**config.mk**
```make
export PLATFORM = sky130hd
export DESIGN_NAME = costas_carrier_loop
export DESIGN_NICKNAME = d
export VERILOG_FILES = /design/src/rtl/costas_pkg.sv /design/src/rtl/costas_sine_rom.sv /design/src/rtl/costas_movavg.sv /design/src/rtl/costas_datapath.sv /design/src/rtl/costas_ctrl.sv /design/src/rtl/costas_carrier_loop.sv
export SDC_FILE = /design/constraint.sdc
export NUM_CORES = 2
export LEC_CHECK = 0
export ABC_AREA = 1
export CORE_ASPECT_RATIO = 1.2
export CORE_UTILIZATION = 40
export DETAILED_ROUTE_END_ITERATION = 10
export GPL_ROUTABILITY_DRIVEN = 0
export HOLD_SLACK_MARGIN = 0.05
export PLACE_DENSITY = 0.64
export SYNTH_ARGS = -nofsm -noshare
export SYNTH_HDL_FRONTEND = slang
export SYNTH_SLANG_ARGS = --single-unit
```
**constraint.sdc**
```tcl
create_clock -name clk -period 12.4 [get_ports clk]
set_input_delay 2.48 -clock clk [delete_from_list [all_inputs] [get_ports clk]]
set_output_delay 2.48 -clock clk [all_outputs]
set_load 0.005 [all_outputs]
```
**src/rtl/costas_pkg.sv**
```systemverilog
`timescale 1ns/1ps
package costas_pkg;
  localparam int unsigned PHASE_W = 32;

  // control -> datapath: per-cycle oscillator steering
  typedef struct packed {
    logic [PHASE_W-1:0] freqAdj;
  } loopCmd_t;
endpackage

```
**src/rtl/costas_sine_rom.sv**
```systemverilog
`timescale 1ns/1ps
module costas_sine_rom #(
  parameter int ADDR_W = 10,
  parameter int SIN_W  = 12
) (
  input  logic [ADDR_W-1:0]       addr,
  output logic signed [SIN_W-1:0] sinVal,
  output logic signed [SIN_W-1:0] cosVal
);
  localparam int QN   = 2 ** (ADDR_W - 2);
  localparam int HALF = 4 * QN;
  localparam longint AMP = (longint'(1) <<< (SIN_W - 1)) - 1;

  // rational sine approximation sampled at odd half-steps of a quarter wave
  function automatic longint quarterVal(input longint k);
    longint u, p;
    u = 2 * k + 1;
    p = u * (HALF - u);
    return (AMP * 4 * p) / ((5 * HALF * HALF) / 4 - p);
  endfunction

  logic signed [SIN_W-1:0] tbl [QN];
  for (genvar k = 0; k < QN; k++) begin : g_tbl
    assign tbl[k] = SIN_W'(quarterVal(longint'(k)));
  end

  logic [ADDR_W-1:0] cosAddr;
  logic [ADDR_W-3:0] sIdx, cIdx;
  assign cosAddr = addr + ADDR_W'(QN);

  always_comb begin
    sIdx = addr[ADDR_W-2] ? ~addr[ADDR_W-3:0] : addr[ADDR_W-3:0];
    cIdx = cosAddr[ADDR_W-2] ? ~cosAddr[ADDR_W-3:0] : cosAddr[ADDR_W-3:0];
    sinVal = addr[ADDR_W-1] ? -tbl[sIdx] : tbl[sIdx];
    cosVal = cosAddr[ADDR_W-1] ? -tbl[cIdx] : tbl[cIdx];
  end
endmodule

```
**src/rtl/costas_movavg.sv**
```systemverilog
`timescale 1ns/1ps
module costas_movavg #(
  parameter int IN_W    = 13,
  parameter int LOG_LEN = 3
) (
  input  logic                   clk,
  input  logic                   rstN,
  input  logic signed [IN_W-1:0] armIn,
  output logic signed [IN_W-1:0] avgOut
);
  localparam int LEN   = 2 ** LOG_LEN;
  localparam int SUM_W = IN_W + LOG_LEN;

  logic signed [IN_W-1:0]  hist [LEN];
  logic signed [SUM_W-1:0] runSum;

  always_ff @(posedge clk or negedge rstN) begin
    if (!rstN) begin
      runSum <= '0;
      for (int i = 0; i < LEN; i++) hist[i] <= '0;
    end else begin
      runSum  <= runSum + SUM_W'(armIn) - SUM_W'(hist[LEN-1]);
      hist[0] <= armIn;
      for (int i = 1; i < LEN; i++) hist[i] <= hist[i-1];
    end
  end

  assign avgOut = IN_W'(runSum >>> LOG_LEN);
endmodule

```
**src/rtl/costas_datapath.sv**
```systemverilog
`timescale 1ns/1ps
module costas_datapath
  import costas_pkg::*;
#(
  parameter int DATA_W  = 12,
  parameter int SIN_W   = 12,
  parameter int ADDR_W  = 10,
  parameter int AVG_LOG = 3
) (
  input  logic                     clk,
  input  logic                     rstN,
  input  logic signed [DATA_W-1:0] sampleIn,
  input  logic [PHASE_W-1:0]       centerWord,
  input  loopCmd_t                 cmd,
  output logic signed [DATA_W:0]   iRec,
  output logic signed [DATA_W:0]   qRec
);
  localparam int PROD_W = DATA_W + SIN_W;
  localparam int REC_W  = DATA_W + 1;

  logic [PHASE_W-1:0]      phaseAcc;
  logic signed [SIN_W-1:0] sinVal, cosVal;
  logic signed [SIN_W-1:0] loVal  [2];
  logic signed [REC_W-1:0] recArr [2];

  always_ff @(posedge clk or negedge rstN) begin
    if (!rstN) phaseAcc <= '0;
    else       phaseAcc <= phaseAcc + centerWord + cmd.freqAdj;
  end

  costas_sine_rom #(.ADDR_W(ADDR_W), .SIN_W(SIN_W)) i_rom (
    .addr  (phaseAcc[PHASE_W-1 -: ADDR_W]),
    .sinVal(sinVal),
    .cosVal(cosVal)
  );

  assign loVal[0] = cosVal;
  assign loVal[1] = sinVal;

  for (genvar a = 0; a < 2; a++) begin : g_arm
    logic signed [PROD_W-1:0] prodReg;
    logic signed [PROD_W-1:0] prodShr;
    logic signed [REC_W-1:0]  armVal;

    always_ff @(posedge clk or negedge rstN) begin
      if (!rstN) prodReg <= '0;
      else       prodReg <= PROD_W'(sampleIn) * PROD_W'(loVal[a]);
    end

    assign prodShr = prodReg >>> (SIN_W - 1);
    assign armVal  = prodShr[REC_W-1:0];

    costas_movavg #(.IN_W(REC_W), .LOG_LEN(AVG_LOG)) i_avg (
      .clk   (clk),
      .rstN  (rstN),
      .armIn (armVal),
      .avgOut(recArr[a])
    );
  end

  assign iRec = recArr[0];
  assign qRec = recArr[1];
endmodule

```
**src/rtl/costas_ctrl.sv**
```systemverilog
`timescale 1ns/1ps
module costas_ctrl
  import costas_pkg::*;
#(
  parameter int REC_W    = 13,
  parameter int SHIFT_W  = 5,
  parameter int LOCK_LEN = 256,
  parameter int ERR_LSH  = 16
) (
  input  logic                    clk,
  input  logic                    rstN,
  input  logic signed [REC_W-1:0] iRec,
  input  logic signed [REC_W-1:0] qRec,
  input  logic [SHIFT_W-1:0]      propShift,
  input  logic [SHIFT_W-1:0]      integShift,
  input  logic [REC_W-1:0]        lockMargin,
  output loopCmd_t                cmd,
  output logic                    locked
);
  localparam int ERR_W = REC_W + 2;
  localparam int CNT_W = $clog2(LOCK_LEN + 1);

  logic signed [ERR_W-1:0]   iExt, qExt, iSigned, qSigned, errVal;
  logic signed [PHASE_W-1:0] errScaled, propTerm, integStep, integReg;
  logic signed [PHASE_W:0]   integSum;
  logic signed [PHASE_W-1:0] integNext;
  logic [CNT_W-1:0]          lockCnt;
  logic signed [ERR_W-1:0]   absI, absQ, marginExt;
  logic                      lockHit;

  // polarity detector: each arm negated by the sign of the other
  always_comb begin
    iExt    = ERR_W'(iRec);
    qExt    = ERR_W'(qRec);
    qSigned = iRec[REC_W-1] ? -qExt : qExt;
    iSigned = qRec[REC_W-1] ? -iExt : iExt;
    errVal  = qSigned - iSigned;
  end

  assign errScaled = PHASE_W'(errVal) <<< ERR_LSH;
  assign propTerm  = errScaled >>> propShift;
  assign integStep = errScaled >>> integShift;
  assign integSum  = (PHASE_W+1)'(integReg) + (PHASE_W+1)'(integStep);

  always_comb begin
    if (integSum[PHASE_W] != integSum[PHASE_W-1])
      integNext = integSum[PHASE_W] ? {1'b1, {(PHASE_W-1){1'b0}}}
                                    : {1'b0, {(PHASE_W-1){1'b1}}};
    else
      integNext = integSum[PHASE_W-1:0];
  end

  always_ff @(posedge clk or negedge rstN) begin
    if (!rstN) integReg <= '0;
    else       integReg <= integNext;
  end

  assign cmd.freqAdj = propTerm + integReg;

  // lock qualification
  always_comb begin
    absI      = iExt[ERR_W-1] ? -iExt : iExt;
    absQ      = qExt[ERR_W-1] ? -qExt : qExt;
    marginExt = ERR_W'({2'b00, lockMargin});
    lockHit   = (absI - absQ) > marginExt;
  end

  always_ff @(posedge clk or negedge rstN) begin
    if (!rstN)                            lockCnt <= '0;
    else if (!lockHit)                    lockCnt <= '0;
    else if (lockCnt != CNT_W'(LOCK_LEN)) lockCnt <= lockCnt + 1'b1;
  end

  assign locked = (lockCnt == CNT_W'(LOCK_LEN));
endmodule

```
**src/rtl/costas_carrier_loop.sv**
```systemverilog
`timescale 1ns/1ps
module costas_carrier_loop
  import costas_pkg::*;
#(
  parameter int DATA_W   = 12,
  parameter int SIN_W    = 12,
  parameter int ADDR_W   = 10,
  parameter int AVG_LOG  = 3,
  parameter int SHIFT_W  = 5,
  parameter int LOCK_LEN = 256,
  parameter int ERR_LSH  = 16
) (
  input  logic                     clk,
  input  logic                     rstN,
  input  logic signed [DATA_W-1:0] sampleIn,
  input  logic [PHASE_W-1:0]       centerWord,
  input  logic [SHIFT_W-1:0]       propShift,
  input  logic [SHIFT_W-1:0]       integShift,
  input  logic [DATA_W:0]          lockMargin,
  output logic signed [DATA_W:0]   iRec,
  output logic signed [DATA_W:0]   qRec,
  output logic                     locked
);
  localparam int REC_W = DATA_W + 1;

  loopCmd_t loopCmd;

  costas_datapath #(
    .DATA_W(DATA_W), .SIN_W(SIN_W), .ADDR_W(ADDR_W), .AVG_LOG(AVG_LOG)
  ) i_dp (
    .clk       (clk),
    .rstN      (rstN),
    .sampleIn  (sampleIn),
    .centerWord(centerWord),
    .cmd       (loopCmd),
    .iRec      (iRec),
    .qRec      (qRec)
  );

  costas_ctrl #(
    .REC_W(REC_W), .SHIFT_W(SHIFT_W), .LOCK_LEN(LOCK_LEN), .ERR_LSH(ERR_LSH)
  ) i_ctrl (
    .clk       (clk),
    .rstN      (rstN),
    .iRec      (iRec),
    .qRec      (qRec),
    .propShift (propShift),
    .integShift(integShift),
    .lockMargin(lockMargin),
    .cmd       (loopCmd),
    .locked    (locked)
  );
endmodule

```
==> qor.csv <==
metric,value,unit
IO Pins,96,
antenna fix cells,0,
Port Buffer Count,95,
Core ar.,93570,um^2
register area,8483,um^2
Die Ht,338.5,um
post-synthesis register bit count,339,
run status,"complete, no violations",
Area growth syn-to-layout,7.109,%
worst hold slack,0.3348,ns
CTS tree,yes,
Final Net Count,5661,
Reg2Reg Depth,39,
R2R setup slack,2.71,ns
"Largest stage delay, worst path",0.80,ns
antenna violations before repair,0,
1st-iter DRT viols,3406,
worst-path maximum fanout,17,
sequential-to-total area share from yosys stat,22.48,%
Hold Path Origin,i_dp.g_arm[0].i_avg.hist[25]$_DFF_PN0_,
post-route minimum period,9.694,ns
Synth area leader,dfrtp_1,
Avg WL per Cell,17.76,um
syn nets,5697,
vias in the first global route,32680,
Ys Warns,0,
ys flop type,dfrtp_1,
Max-cap violations,0,
fin worst setup slack,2.706,ns
overflow left after global routing,0,
die area,95570,um^2
worst hold endpoint,i_dp.g_arm[0].i_avg.hist[12]$_DFF_PN0_,
RR Endpoint,i_dp.g_arm[0].prodReg[21]$_DFF_PN0_,
Clock Sink Count,339,
post-route insts no fill,6227,
cts hold-fix bufs,0,
crit path max-delay cell type,dfrtp_1,
dpl ws,3.026,ns
critical path's most frequent cell,nand2_1,
Post-synth EDFFs,0,
# Post-CTS Setup Buffers,0,
Setup Viol. Count Final,0,
Slew @ Worst Pin,1.138,ns
max_slew headroom,23.91,%
Worst setup SP type,flip-flop,
Synth Instances,4989,
RSZ-0062 raised after global routing,false,
Hold Fails Final Rpt,0,
CTS H-Tree Depth,1,
via/cell ratio,5.273,
Hold Crit Depth,0,
Synth async-reset ratio,100.0,%
Initial Util,40.33,%
WP data required,12.88,ns
CP endpoint kind,flip-flop,
Mapped Avg Cell Area,7.563,um^2
CP arrival,10.17,ns
Root Driver,clkbuf_16,
"Cell Area, Synth",37730,um^2
total iterations of the first detailed-routing run,7,
crit path kind,flip-flop to flip-flop,
post-synth cell types,60,
Antenna Nets Post-Route,0,
top-area cell type share of the netlist area,22.48,%
CTS buffer count,30,
r2r startpoint,i_dp.phaseAcc[30]$_DFF_PN0_,
drt total wl,110.6,mm
Setup TNS Final,0,ns
Post-DP HPWL,84.97,mm
fin crit share,78.18,%
share of post-route cells with drive strength above 1,3.295,%
Clock Tree Buf Depth,3,
Die Span X,282.4,um
Hold WC Path Type,flip-flop to flip-flop,
area of the multi-input gates,24890,um^2
largest net degree at the start of global routing,194,
final clock skew,0.01759,ns
Max Slew Vio Count,0,
first-pass GRT wire length,175.8,mm
via count,32830,
placed cell count,6171,
"CTS clk-pin slew, worst paths",0.07,ns
DRC,0,
gr usage total,23.30,%
cts repair resizes,0,
Skew-Pair Late Insertion Delay,0.60,ns
Fill cells,9526,
Synth area leaders,"dfrtp_1, fa_1, nand2_1, ha_1, inv_1",
Fmax achieved,103.2,MHz
row count,123,
-- area by class of cell --
type,count,share of cell area [%]
Tap cell,1250,3.870
Clock inverter,18,0.6254
Sequential cell,339,20.99
Clock buffer,38,2.130
Multi-Input combinational cell,3601,61.58
Inverter,868,8.074
Timing Repair Buffer,113,2.731
-- state kept, by name, summed over array words and instances (netlist names) --
signal                   cells
i_dp.g_arm.i_avg.hist      208
i_ctrl.integReg             32
i_dp.g_arm.i_avg.runSum     32
i_dp.phaseAcc               32
i_dp.g_arm.prodReg          26
i_ctrl.lockCnt               9
-- placed cells by master (no fill, tap or decap), types with 14 or more instances in the layout --
| cell type | count |
|---|---|
| clkdlybuf4s50_1 | 94 |
| nand4_1 | 36 |
| xor2_1 | 106 |
| nand3_1 | 435 |
| xnor2_1 | 69 |
| o21bai_1 | 14 |
| nand2_2 | 35 |
| a21o_1 | 16 |
| o211ai_1 | 20 |
| a21oi_1 | 242 |
| inv_1 | 856 |
| fa_1 | 369 |
| nor2_1 | 394 |
| buf_4 | 17 |
| nand2_1 | 1193 |
| nor3_1 | 24 |
| dfrtp_1 | 339 |
| a31oi_1 | 15 |
| clkbuf_16 | 30 |
| ha_1 | 270 |
| o21ai_0 | 255 |
-- how the worst max path moves through the flow --
stage | startpoint | to | slack, ns | cells after the start
after floorplan | sampleIn[11] | i_dp.g_arm[1].prodReg[21]$_DFF_PN0_ | 5.07 | 23
after global placement | i_dp.phaseAcc[30]$_DFF_PN0_ | i_dp.g_arm[0].prodReg[21]$_DFF_PN0_ | 3.12 | 37
after detailed placement | i_dp.phaseAcc[30]$_DFF_PN0_ | i_dp.g_arm[0].prodReg[21]$_DFF_PN0_ | 3.03 | 37
after CTS | i_dp.phaseAcc[30]$_DFF_PN0_ | i_dp.g_arm[0].prodReg[21]$_DFF_PN0_ | 3.00 | 37
after global routing | i_dp.phaseAcc[30]$_DFF_PN0_ | i_dp.g_arm[0].prodReg[21]$_DFF_PN0_ | 2.15 | 39
final | i_dp.phaseAcc[30]$_DFF_PN0_ | i_dp.g_arm[0].prodReg[21]$_DFF_PN0_ | 2.71 | 39
-- worst max-delay path, delay by kind of cell (launching register included) --
kind                       cells  cell delay [ns]
DFF                            1             0.80
AOI/OAI and AO/OA              6             1.22
buffers and inverters          7             1.02
and+or+nand+nor               18             3.28
xor gates and xnor gates       1             0.13
adders and majority gates      7             3.11
-- logic make-up after synthesis --
group / share of synthesized area (%)
AOI/OAI and AO/OA: 8.903
xor gates and xnor gates: 4.128
adders and majority gates: 28.53
buffers and inverters: 11.58
DFF: 22.48
muxes: 0.05306
and+or+nand+nor: 24.32
-- per-layer routing --
metal  track usage, %  share of wire [%]
met4            12.04                5.9
met3            2.998                7.2
met5                0                  0
met2            38.68                 47
met1            29.51                 40
-- synthesized netlist by cell type, types with 3 or more instances --
| cell type | n |
|---|---|
| nand2_1 | 1193 |
| inv_1 | 856 |
| nand3_1 | 435 |
| nor2_1 | 394 |
| fa_1 | 369 |
| dfrtp_1 | 339 |
| ha_1 | 270 |
| o21ai_0 | 255 |
| a21oi_1 | 242 |
| xor2_1 | 106 |
| xnor2_1 | 70 |
| clkbuf_1 | 58 |
| buf_4 | 51 |
| nand4_1 | 36 |
| buf_2 | 35 |
| nand2_2 | 35 |
| nor3_1 | 24 |
| buf_6 | 23 |
| o211ai_1 | 20 |
| a21o_1 | 16 |
| a31oi_1 | 15 |
| o21bai_1 | 14 |
| a21boi_0 | 12 |
| buf_1 | 11 |
| nand2_4 | 10 |
| o21ai_1 | 9 |
| nand3_2 | 8 |
| nor2_2 | 7 |
| clkinv_1 | 5 |
| inv_2 | 5 |
| nand3b_1 | 5 |
| o21a_1 | 5 |
| or2_2 | 5 |
| a221oi_1 | 4 |
| o31ai_1 | 4 |
| a211oi_1 | 3 |
| a21oi_2 | 3 |
| nor2_4 | 3 |
| nor4_1 | 3 |
-- per-stage QoR --
| step | instance area (um^2) | utilization, % |
|---|---|---|
| after global placement | 39300 | 42.00 |
| after detailed placement | 39300 | 42.00 |
| after floorplan | 37730 | - |
| after global routing | 40420 | 43.19 |
| after CTS | 40420 | 43.19 |
| final | 40420 | 43.19 |
Power is left out: the tool's default activity adds up to more than one toggle a clock period on the data nets, which glitch-free logic cannot reach.
